File: src/rtl/excpipe_pkg.sv
package excpipe_pkg;

  typedef enum logic [2:0] {
    CAUSE_IRQ  = 3'd0,
    CAUSE_ITLB = 3'd1,
    CAUSE_ILL  = 3'd2,
    CAUSE_OVF  = 3'd3,
    CAUSE_DTLB = 3'd4
  } cause_e;

  // strobes from control to the tracking datapath
  typedef struct packed {
    logic flush;   // take exception from writeback
    logic inject;  // put an interrupt marker in the fetch slot
  } ctl_strobe_t;

endpackage

File: src/rtl/excpipe_track.sv
module excpipe_track
  import excpipe_pkg::*;
#(
  parameter int              PC_W        = 32,
  parameter int              INSTR_BYTES = 4,
  parameter logic [PC_W-1:0] RESET_PC    = '0,
  parameter logic [PC_W-1:0] VECTOR      = PC_W'(128)
) (
  input  logic            clk,
  input  logic            rstN,
  input  ctl_strobe_t     ctl,
  input  logic [3:0]      stageFault,   // index 0 fetch .. 3 memory
  output logic [PC_W-1:0] fetchPc,
  output logic            memValid,
  output logic            memFlagNow,
  output logic            wbValid,
  output logic            wbFlag,
  output logic [PC_W-1:0] wbPc,
  output logic            markerInFlight,
  output logic [PC_W-1:0] epc,
  output cause_e          excCause
);

  localparam int              NST  = 4;          // decode, execute, memory, writeback
  localparam int              MEMI = NST - 1;
  localparam logic [PC_W-1:0] STEP = PC_W'(INSTR_BYTES);

  logic [NST:1]    vQ, fQ, vN, fN, markerVec;
  logic [PC_W-1:0] pcQ [1:NST];
  logic [PC_W-1:0] pcN [1:NST];
  cause_e          cQ  [1:NST];
  cause_e          cN  [1:NST];
  logic [PC_W-1:0] fetchPcQ;

  // next-state of every slot; a fault only marks, earliest cause wins
  always_comb begin
    vN[1]  = 1'b1;
    pcN[1] = fetchPcQ;
    fN[1]  = ctl.inject | stageFault[0];
    cN[1]  = ctl.inject ? CAUSE_IRQ : CAUSE_ITLB;
    for (int k = 2; k <= NST; k++) begin
      vN[k]  = vQ[k-1];
      pcN[k] = pcQ[k-1];
      fN[k]  = fQ[k-1] | (vQ[k-1] & stageFault[k-1]);
      cN[k]  = fQ[k-1] ? cQ[k-1] : cause_e'(3'(k));
    end
  end

  always_comb begin
    for (int k = 1; k <= NST; k++)
      markerVec[k] = vQ[k] & fQ[k] & (cQ[k] == CAUSE_IRQ);
  end

  always_ff @(posedge clk) begin
    if (!rstN) begin
      vQ       <= '0;
      fQ       <= '0;
      fetchPcQ <= RESET_PC;
      epc      <= '0;
      excCause <= CAUSE_IRQ;
      for (int k = 1; k <= NST; k++) begin
        pcQ[k] <= '0;
        cQ[k]  <= CAUSE_IRQ;
      end
    end else if (ctl.flush) begin
      vQ       <= '0;
      fQ       <= '0;
      fetchPcQ <= VECTOR;
      epc      <= pcQ[NST];
      excCause <= cQ[NST];
    end else begin
      vQ       <= vN;
      fQ       <= fN;
      fetchPcQ <= ctl.inject ? fetchPcQ : fetchPcQ + STEP;
      for (int k = 1; k <= NST; k++) begin
        pcQ[k] <= pcN[k];
        cQ[k]  <= cN[k];
      end
    end
  end

  assign fetchPc        = fetchPcQ;
  assign memValid       = vQ[MEMI];
  assign memFlagNow     = vQ[MEMI] & (fQ[MEMI] | stageFault[MEMI]);
  assign wbValid        = vQ[NST];
  assign wbFlag         = fQ[NST];
  assign wbPc           = pcQ[NST];
  assign markerInFlight = |markerVec;

  p_pc_advance_r2: assert property (@(posedge clk) disable iff (!rstN)
    ($past(rstN) && !$past(ctl.flush) && !$past(ctl.inject)) |-> fetchPc == $past(fetchPc) + STEP);

  p_vector_after_take_r3: assert property (@(posedge clk) disable iff (!rstN)
    ctl.flush |=> fetchPc == VECTOR);

  p_flush_younger_r6: assert property (@(posedge clk) disable iff (!rstN)
    ctl.flush |=> (!wbValid && !memValid && !markerInFlight));

  p_hold_on_inject_r9: assert property (@(posedge clk) disable iff (!rstN)
    (ctl.inject && !ctl.flush) |=> fetchPc == $past(fetchPc));

  p_single_marker_r10: assert property (@(posedge clk) disable iff (!rstN)
    $countones(markerVec) <= 1);

endmodule

File: src/rtl/excpipe_ctl.sv
module excpipe_ctl
  import excpipe_pkg::*;
(
  input  logic        clk,
  input  logic        rstN,
  input  logic        irqReq,
  input  logic        retExc,
  input  logic        memIsStore,
  input  logic        wbWantsWrite,
  input  logic        memValid,
  input  logic        memFlagNow,
  input  logic        wbValid,
  input  logic        wbFlag,
  input  logic        markerInFlight,
  output ctl_strobe_t ctl,
  output logic        excTaken,
  output logic        commitValid,
  output logic        regWriteEnable,
  output logic        storeEnable,
  output logic        supervisor,
  output logic        interruptEnable
);

  logic supQ, ieQ;

  assign excTaken       = wbValid & wbFlag;
  assign ctl.flush      = excTaken;
  assign ctl.inject     = irqReq & ieQ & ~markerInFlight & ~excTaken;
  assign commitValid    = wbValid & ~wbFlag;
  assign regWriteEnable = commitValid & wbWantsWrite;
  assign storeEnable    = memIsStore & memValid & ~memFlagNow & ~excTaken;

  always_ff @(posedge clk) begin
    if (!rstN) begin
      supQ <= 1'b0;
      ieQ  <= 1'b1;
    end else if (excTaken) begin
      supQ <= 1'b1;
      ieQ  <= 1'b0;
    end else if (retExc) begin
      supQ <= 1'b0;
      ieQ  <= 1'b1;
    end
  end

  assign supervisor      = supQ;
  assign interruptEnable = ieQ;

  p_mode_on_take_r11: assert property (@(posedge clk) disable iff (!rstN)
    excTaken |=> (supervisor && !interruptEnable));

endmodule

File: src/rtl/excpipe_ctrl.sv
module excpipe_ctrl
  import excpipe_pkg::*;
#(
  parameter int              PC_W        = 32,
  parameter int              INSTR_BYTES = 4,
  parameter logic [PC_W-1:0] RESET_PC    = '0,
  parameter logic [PC_W-1:0] VECTOR      = PC_W'(128)
) (
  input  logic            clk,
  input  logic            rstN,
  input  logic            irqReq,
  input  logic            retExc,
  input  logic            ifFault,
  input  logic            idFault,
  input  logic            exFault,
  input  logic            memFault,
  input  logic            memIsStore,
  input  logic            wbWantsWrite,
  output logic [PC_W-1:0] fetchPc,
  output logic            excTaken,
  output logic [PC_W-1:0] epc,
  output logic [2:0]      excCause,
  output logic            supervisor,
  output logic            interruptEnable,
  output logic            commitValid,
  output logic [PC_W-1:0] commitPc,
  output logic            regWriteEnable,
  output logic            storeEnable
);

  ctl_strobe_t ctl;
  cause_e      causeQ;
  logic        memValid, memFlagNow, wbValid, wbFlag, markerInFlight;

  excpipe_track #(
    .PC_W(PC_W), .INSTR_BYTES(INSTR_BYTES), .RESET_PC(RESET_PC), .VECTOR(VECTOR)
  ) u_track (
    .clk(clk), .rstN(rstN), .ctl(ctl),
    .stageFault({memFault, exFault, idFault, ifFault}),
    .fetchPc(fetchPc), .memValid(memValid), .memFlagNow(memFlagNow),
    .wbValid(wbValid), .wbFlag(wbFlag), .wbPc(commitPc),
    .markerInFlight(markerInFlight), .epc(epc), .excCause(causeQ)
  );

  excpipe_ctl u_ctl (
    .clk(clk), .rstN(rstN), .irqReq(irqReq), .retExc(retExc),
    .memIsStore(memIsStore), .wbWantsWrite(wbWantsWrite),
    .memValid(memValid), .memFlagNow(memFlagNow),
    .wbValid(wbValid), .wbFlag(wbFlag), .markerInFlight(markerInFlight),
    .ctl(ctl), .excTaken(excTaken), .commitValid(commitValid),
    .regWriteEnable(regWriteEnable), .storeEnable(storeEnable),
    .supervisor(supervisor), .interruptEnable(interruptEnable)
  );

  assign excCause = causeQ;

endmodule

File: config.mk
export PLATFORM = sky130hd
export DESIGN_NAME = excpipe_ctrl
export DESIGN_NICKNAME = d
export VERILOG_FILES = /design/src/rtl/excpipe_pkg.sv /design/src/rtl/excpipe_track.sv /design/src/rtl/excpipe_ctl.sv /design/src/rtl/excpipe_ctrl.sv
export SDC_FILE = /design/constraint.sdc
export NUM_CORES = 1
export LEC_CHECK = 0
export CAP_MARGIN = 10
export CORE_ASPECT_RATIO = 0.7
export CORE_MARGIN = 2
export CORE_UTILIZATION = 50
export CTS_CLUSTER_DIAMETER = 30
export DETAILED_ROUTE_END_ITERATION = 10
export PLACE_DENSITY = 0.75
export SYNTH_ARGS = -nofsm -noshare
export SYNTH_HDL_FRONTEND = slang
export SYNTH_SLANG_ARGS = --single-unit
export TNS_END_PERCENT = 50
File: constraint.sdc
create_clock -name clk -period 6.65 [get_ports clk]
set_input_delay 1.995 -clock clk [delete_from_list [all_inputs] [get_ports clk]]
set_output_delay 1.995 -clock clk [all_outputs]
set_load 0.01 [all_outputs]
=== Word level (Yosys, flattened, before mapping) ===
Memories as Yosys holds them, arrays and structs flattened.
Cells that the tools add are included.

* Bits of input ports: 10
* Bits in writable memories: 140
* Flip-flop bits (word level): 77
* Memories: 2

* Multiplexer cells: 23
* Reduce and logical (&&, ||, !) cells: 7
* Add/sub/neg operators: 1
* Bitwise logic cells: 38
* Equality and inequality tests: 1

{| class="wikitable"
|+ Memory list
! name !! depth !! width !! read ports !! clocked after Yosys merged registers in !! write ports !! RTL line !! text
|-
| u_track.pcQ || 4 || 32 || 4 || 0 || 4 || excpipe_track.sv:29 || <nowiki>logic [PC_W-1:0] pcQ [1:NST];</nowiki>
|-
| u_track.cQ || 4 || 3 || 4 || 0 || 4 || excpipe_track.sv:31 || <nowiki>cause_e cQ [1:NST];</nowiki>
|}

{| class="wikitable"
|+ Operators by type and width
! operator !! number
|-
| 2-to-1 mux 32 bit || 4
|-
| adder 32 x 3 -> 32 bit (second input constant) || 1
|-
| 2-to-1 mux 3 bit || 7
|-
| bitwise AND 1 bit || 20
|-
| 2-to-1 mux 8 bit || 2
|-
| OR 1 bit || 13
|-
| zero test 3 bit || 4
|-
| 2-to-1 mux 1 bit || 10
|-
| inverter 1 bit || 5
|-
| OR reduction 4 bit || 1
|-
| != test 2 x 1 -> 1 bit (second input constant) || 1
|-
| nonzero test 2 bit || 1
|-
| OR reduction 2 bit || 1
|}

=== Longest topological paths before layout ===
Gate-level depths: netlist of run 1.
An unclocked memory read counts as a cell.

* Depth after elaboration: 9
* Depth in mapped cells: 6
* Gate-level depth less buffers: 6

=== Modules after synthesis ===
From an unflattened synthesis of run 1, not the netlist that was laid out.

* Cell total of the unflattened synthesis: 623
* Area, all modules: 7992.7 um2

{| class="wikitable"
|+ Modules (own cells, without submodules)
! module !! cells each !! area each (um2) !! times used
|-
| excpipe_track || 608 || 7862.5 || 1
|-
| excpipe_ctl || 15 || 130.1 || 1
|}

=== Worst setup path after synthesis of run 1 ===
OpenSTA, ideal clock, no wires.

* Path type: in2reg
* Start point: input rstN
* End point: register u_track.cQ[0][10] (netlist name)
* Buffers on the path: 2
* Arrival: 4572 ps
* Setup time: 1112 ps
* Slack: 966 ps
* Stages on the path: 3
* Path through: clkbuf_1 > clkbuf_1 > nand2_1

{| class="wikitable"
|+ RTL lines
! item !! RTL line !! text
|-
| start: declaration || excpipe_ctrl.sv:10 || <nowiki>input logic rstN,</nowiki>
|}

=== Worst setup path after layout of run 1 ===
* Start point: input memFault
* End point: output storeEnable

* Word-level cells in the longest chain between the ends: 5

{| class="wikitable"
|+ Ends and longest elaborated chain
! item !! RTL line !! text
|-
| start: declaration || excpipe_ctrl.sv:16 || <nowiki>input logic memFault,</nowiki>
|-
| OR 1 bit || excpipe_track.sv:84 || <nowiki>assign memFlagNow = vQ[MEMI] & (fQ[MEMI] | stageFault[MEMI]);</nowiki>
|-
| bitwise AND 1 bit || excpipe_track.sv:84 ||
|-
| inverter 1 bit || excpipe_ctl.sv:31 || <nowiki>assign storeEnable = memIsStore & memValid & ~memFlagNow & ~excTaken;</nowiki>
|-
| bitwise AND 1 bit (2 in series) || excpipe_ctl.sv:31 ||
|-
| end: declaration || excpipe_ctrl.sv:28 || <nowiki>output logic storeEnable</nowiki>
|}

No other way between the ends.

==> impl_metrics.yaml, run 1 <==
yosys:
  synthDistinctLibCells: 50
  asyncSetResetFlopFracSynth_pct: 0
  synth_area_per_cell_um2: 12.1
  synth_sequential_area_ratio_pct: 65.0
  netlist_instances: 674
  yosys.area.top_type_share_pct: 47.1
  synth_edf_count: 128
  dominantRegCellSynth: "edfxtp_1"
  warnings_synthesis: 0
  synth_area_leaders: "edfxtp_1 47%, dfxtp_1 18%, and3_1 9.6%, nand2_1 3.5%, buf_4 3.3%"
  post-synth-top-area-cell: "edfxtp_1"
  synth.ff_latch_count: 201
  synth.cell_area_um2: 8170
setup_path:
  critPathArrivalTime_ns: 3.33
  worst-endpoint-required_ns: 4.66
  critical_path.endpoint: "storeEnable"
  rr_endpoint: "u_track.pcQ[0][55]"
  worstReg2RegStart: "u_track.fQ[4]"
  cp_max_fo: 2
  crit_path_end_kind: "output pin"
  r2r.worst_path.cells: 4
  worstSetupStartpointType: "primary input"
  r2r_setup_slk_ns: 3.44
  critPathLaunch: "memFault"
  worst-setup-path-type: "primary input to output pin"
run_status:
  status: "complete, no violations"
clock_network:
  clockBufferDepth: 3
  clkTransAtPathRegs_ns: 0.05
  cts_tree: "done"
  holdBufCountCts: 0
  cts-root-buf: "clkbuf_16"
  clock_tree.htree_level_count: 1
  clk_latency_ns: 0.53
  postCtsResizedCells: 0
  cts.sinks: 201
  cts_setup_buffers: 0
  cts_made_buffers: 31
power_and_ir_drop:
  power.combinational.fraction_pct: 2.0
  power_switching_mw: 0.621
  cellLeakagePower_nw: 4.29
  power_frac_clock_pct: 54.4
  internal_power_mw: 2.46
  ir_drop_uv: 193
  p_total_mw: 3.08
  power_density_nw_per_um2: 301
  swShare_pct: 20.2
  p_seq_share_pct: 43.6
timing:
  max_slew.worst_pin.slew_ns: 1.12
  maxSlewHeadroom_pct: 24.6
  timing.final.crit_share_pct: 80.1
  max_freq_mhz: 188
  fin_skew_ns: 0.0112
  setup-violations-final: 0
  timing_hold_violations_final: 0
  unrepaired_setup_endpoints_after_global_routing: "no"
  post-route-worst-setup-slack_ns: 1.32
  timing.final.crit_period_ns: 5.33
  final.setup.tns_ns: 0
  timing.final.max_slew_violations: 0
route:
  detail_route.vias_per_cell: 5.28
  drt-wirelength-per-cell_um: 16.1
  route.vias.total: 5231
  drt_iter0_markers: 419
  wirelength_um: 15900
  detail-route-antenna-nets: 0
  detail_route.first_pass.iterations: 5
  post-route-drc-count: 0
die:
  std_cell_rows: 39
  core_um2: 16200
  initial_utilization_pct: 50.6
  die_ht_um: 111
  floorplan_die_width_um: 157
  pin_count: 115
  die_area_um2: 17400
finish:
  layout-area-overhead-vs-synth_pct: 25.3
  utilization_pct: 63.3
  layout.cell_area.non_filler_um2: 10200
  most-common-layout-cells: "128 x edfxtp_1, 125 x and3_1, 107 x clkdlybuf4s50_1, 75 x nand2_1, 73 x dfxtp_1"
  layout.nets: 752
  drive_above_1_share_pct: 10.2
  layout.cells.most_common: "edfxtp_1"
  antennaDiodeCount: 0
flow_run:
  cap_viol_max_count: 0
global_routing:
  grt_pass1_wl_um: 25300
  largest_net_degree_at_the_start_of_global_routing: 107
  number_of_global_route_vias_before_repair: 4872
  grtUsageTotal_pct: 18.0
  grt-ovfl-total: 0
  antenna_found_initial: 0
placement:
  detailed_place.area_um2: 9130
  dp_hpwl_um: 9610
  dpl_worst_slack_ns: 1.35
  routability_congestion_estimate: 0.800
  buffer_ports.inserted: 108
min_path:
  hold_path_class: "flip-flop to flip-flop"
-- layer usage --
| layer | wire length [um] | vias to the layer above | track usage, % |
|---|---|---|---|
| li1 | - | 2530 | - |
| met1 | 7840 | 2489 | 27.9 |
| met2 | 6660 | 190 | 25.3 |
| met3 | 1220 | 22 | 4.50 |
| met4 | 230 | 0 | 4.53 |
| met5 | 0 | - | 0 |
-- area by class of cell --
cell class                 count  area [um^2]
clock buffer                  38          842
clock inverter                20          260
fill                        1205         5920
inverter                       6         22.5
multi-input combinational    388         2400
sequential                   201         5310
tap                          225          282
timing repair buffer         113         1120
-- critical path: stages --
cell and delay [ns]:
clkdlybuf4s50_1 0.44, nor4_1 0.30, clkdlybuf4s50_1 0.60
-- through the flow --
stage	instances	hold WS (ns)
finish	991	0.465
detailed placement	933	0.462
floorplan	679	0.462
global route	991	0.489
CTS	991	0.470
global placement	933	0.450
-- worst min-delay path by stage --
stage          slack, ns                   to           startpoint  depth (start not counted)
5_1_grt             0.49      u_track.epc[14]      u_track.epc[14]                          2
2_1_floorplan       0.46        u_track.fQ[2]        u_track.vQ[1]                          2
3_5_place_dp        0.46  u_track.excCause[2]  u_track.excCause[2]                          2
3_3_place_gp        0.45  u_track.excCause[2]  u_track.excCause[2]                          2
4_1_cts             0.47      u_track.epc[29]      u_track.epc[29]                          2
6_report            0.46      u_track.epc[29]      u_track.epc[29]                          2
-- registers in the layout, indices dropped and copies added, names as in the netlist --
signal	count
u_track.cQ	8
u_track.fQ	4
u_track.vQ	4
u_track.excCause	3
u_track.pcQ	120
u_track.fetchPc	30
u_ctl.supervisor	1
u_ctl.interruptEnable	1
u_track.epc	30
-- cell usage after synthesis (all sizes together) (5+ instances only) --
library cell / instances
a21boi: 35
and2: 5
nand4: 11
o21ai: 8
inv: 6
nand2: 77
nor2: 34
xnor2: 15
and4: 5
clkbuf: 39
a2111oi: 7
dfxtp: 73
buf: 45
edfxtp: 128
a21oi: 13
nand3: 9
and3: 125
-- power by group through the flow --
stage / registers (mW) / clock network (mW) / logic (mW)
CTS: 1.34 / 1.70 / 0.0626
finish: 1.34 / 1.67 / 0.0625
global placement: 1.36 / 0 / 0.0602
global route: 1.34 / 1.76 / 0.0694
detailed placement: 1.36 / 0 / 0.0618
floorplan: 1.36 / 0 / 0.0461
-- kinds of logic (layout without fill, tap and decap cells) --
| logic type | count (synthesis) | after routing | share of synthesized area (%) |
|---|---|---|---|
| AOI/OAI and AO/OA | 72 | 72 | 6.65 |
| and+or+nand+nor | 286 | 286 | 19.6 |
| DFF | 201 | 201 | 65.0 |
| xor gates and xnor gates | 18 | 18 | 1.93 |
| buffers and inverters | 90 | 177 | 6.02 |
| other | 1 | 6 | 0.0459 |
| muxes | 5 | 5 | 0.674 |
| adders and majority gates | 1 | 1 | 0.153 |
No activity file was read; power rests on OpenSTA's default activity.
==> inputs of run 2 (changes only) <==
--- a/config.mk
+++ b/config.mk
@@ -8,10 +8,10 @@
 export CAP_MARGIN = 10
 export CORE_ASPECT_RATIO = 0.7
 export CORE_MARGIN = 2
-export CORE_UTILIZATION = 50
+export CORE_UTILIZATION = 49
 export CTS_CLUSTER_DIAMETER = 30
 export DETAILED_ROUTE_END_ITERATION = 10
-export PLACE_DENSITY = 0.75
+export PLACE_DENSITY = 0.77
 export SYNTH_ARGS = -nofsm -noshare
 export SYNTH_HDL_FRONTEND = slang
 export SYNTH_SLANG_ARGS = --single-unit
==> constraint.sdc (replaced) <==
create_clock -name clk -period 4.3 [get_ports clk]
set_input_delay 1.29 -clock clk [delete_from_list [all_inputs] [get_ports clk]]
set_output_delay 1.29 -clock clk [all_outputs]
set_load 0.01 [all_outputs]
==> run 2 against run 1 <==
Clock-buffer cell count decreased by 9. First-iteration DRC count decreased by 7.9%. Via count increased by 0.84%. Sequential share of layout area increased by 0.13 points. Hold slack about the same. Flip-flop and latch count unchanged. Critical path type unchanged. Largest cell class unchanged.
==> impl_metrics.yaml, run 2 (synthesis results as in run 1) <==
finish:
  fin_cells: 991
  largest_register_by_flop_count: "u_track.pcQ"
  layout-area-overhead-vs-synth_pct: 25.0
  antennaDiodeCount: 0
  layout.nets: 754
  layout.cells.most_common: "edfxtp_1"
  most-common-layout-cells: "128 x edfxtp_1, 125 x and3_1, 107 x clkdlybuf4s50_1, 75 x nand2_1, 73 x dfxtp_1"
  fillCellCount: 1242
  largest_reg_flops: 120
  drive_above_1_share_pct: 10.4
route:
  drt_iter0_markers: 386
  drt-wirelength-per-cell_um: 16.0
  detail_route.vias_per_cell: 5.32
  detail_route.first_pass.iterations: 5
  wirelength_um: 15900
  post-route-drc-count: 0
  detail-route-antenna-nets: 0
  route.vias.total: 5275
flow_run:
  cap_viol_max_count: 0
timing:
  max_slew.worst_pin.slew_ns: 0.815
  max_freq_mhz: 249
  timing.final.max_slew_violations: 0
  timing.final.crit_share_pct: 93.4
  setup-violations-final: 0
  unrepaired_setup_endpoints_after_global_routing: "no"
  maxSlewHeadroom_pct: 45.3
  fin_skew_ns: 0.0101
  timing.final.crit_period_ns: 4.02
  final.setup.tns_ns: 0
  timing_hold_violations_final: 0
setup_path:
  cp_max_fo: 1
  worst-endpoint-required_ns: 3.01
  crit_path_end_kind: "output pin"
  worst-setup-path-type: "primary input to output pin"
  critPathArrivalTime_ns: 2.73
  worstSetupStartpointType: "primary input"
clock_network:
  cts.sinks: 201
  cts_setup_buffers: 0
  clk_latency_ns: 0.53
  cts_tree: "done"
  clkTransAtPathRegs_ns: 0.05
  cts_made_buffers: 29
  clock_tree.htree_level_count: 1
  cts-root-buf: "clkbuf_16"
  clockBufferDepth: 3
  holdBufCountCts: 0
  postCtsResizedCells: 0
die:
  initial_utilization_pct: 50.1
  floorplan_die_width_um: 158
  die_ht_um: 112
  pin_count: 115
  core_um2: 16300
  die_area_um2: 17700
  std_cell_rows: 39
power_and_ir_drop:
  cellLeakagePower_nw: 4.24
  ir_drop_uv: 259
  power_density_nw_per_um2: 452
global_routing:
  grtUsageTotal_pct: 17.8
  grt_pass1_wl_um: 25700
  number_of_global_route_vias_before_repair: 4984
  antenna_found_initial: 0
  largest_net_degree_at_the_start_of_global_routing: 100
  grt-ovfl-total: 0
placement:
  buffer_ports.inserted: 108
  numPlacedInstances: 937
  routability_congestion_estimate: 0.800
  dp_hpwl_um: 9940
run_status:
  status: "complete, no violations"
min_path:
  hold_path_class: "flip-flop to flip-flop"
[run 2: changes by cell type in the layout (fill, tap and decap cells not counted)]
cell	delta
clkinvlp_4	+7
clkbuf_1	-3
clkbuf_8	-4
inv_6	-1
clkinv_1	+1
clkinv_2	-4
inv_8	-3
buf_12	+1
clkinv_4	+4
clkbuf_16	-2
inv_16	+1
buf_4	+3
[run 2: area by class of cell]
| class | instances | area (um^2) | area share [%] |
|---|---|---|---|
| tap | 225 | 282 | 2.76 |
| timing repair buffer | 117 | 1160 | 11.4 |
| multi-input combinational | 388 | 2400 | 23.5 |
| inverter | 6 | 22.5 | 0.221 |
| clock inverter | 25 | 309 | 3.03 |
| sequential | 201 | 5310 | 52.0 |
| clock buffer | 29 | 726 | 7.11 |
[run 2: final timing paths]
path	start	to	slack, ns	depth (start not counted)
hold / removal	u_track.epc[14]	u_track.epc[14]	0.46	2
setup / recovery	memIsStore	storeEnable	0.28	4
setup reg to reg	u_track.cQ[0][7]	u_track.fetchPc[23]	2.15	6
hold reg to reg	u_track.epc[14]	u_track.epc[14]	0.46	2
[run 2: routing by layer]
layer | part of all wire [%] | wire [um] | vias to the layer above | global-route usage [%]
met5 | 0 | 0 | - | 0
met4 | 1.6 | 257 | 0 | 4.26
met3 | 8.6 | 1370 | 27 | 4.90
met2 | 42 | 6720 | 203 | 25.7
met1 | 48 | 7550 | 2509 | 26.9
li1 | - | - | 2536 | -
[run 2: critical path: stages]
cell and delay [ns]:
clkdlybuf4s50_1 0.49, nand2_1 0.07, nor4_1 0.27, clkdlybuf4s50_1 0.61
[run 2: power by group]
| part | switching (mW) | internal (mW) |
|---|---|---|
| clock network | 0.890 | 1.56 |
| registers | 0.0152 | 2.06 |
| logic | 0.0590 | 0.0407 |
| total | 0.964 | 3.65 |
[run 2: per-stage QoR]
step	cell area (um^2)	total power [mW]	hold slack, ns	util, %	setup WS (ns)
floorplan	8190	2.18	0.462	-	0.600
global placement	9170	2.20	0.451	56.3	0.355
detailed placement	9170	2.21	0.459	56.3	0.300
CTS	10200	4.65	0.466	62.6	0.298
global route	10200	4.75	0.494	62.6	0.221
finish	10200	4.62	0.465	62.6	0.284
==> inputs of run 3 (changes only) <==
--- a/config.mk
+++ b/config.mk
@@ -10,7 +10,9 @@
 export CORE_MARGIN = 2
 export CORE_UTILIZATION = 49
 export CTS_CLUSTER_DIAMETER = 30
+export CTS_CLUSTER_SIZE = 30
 export DETAILED_ROUTE_END_ITERATION = 10
+export HOLD_SLACK_MARGIN = 0.08
 export PLACE_DENSITY = 0.77
 export SYNTH_ARGS = -nofsm -noshare
 export SYNTH_HDL_FRONTEND = slang
==> results of run 3 <==
The final DEF is identical to that of run 2; final timing and power are the same.
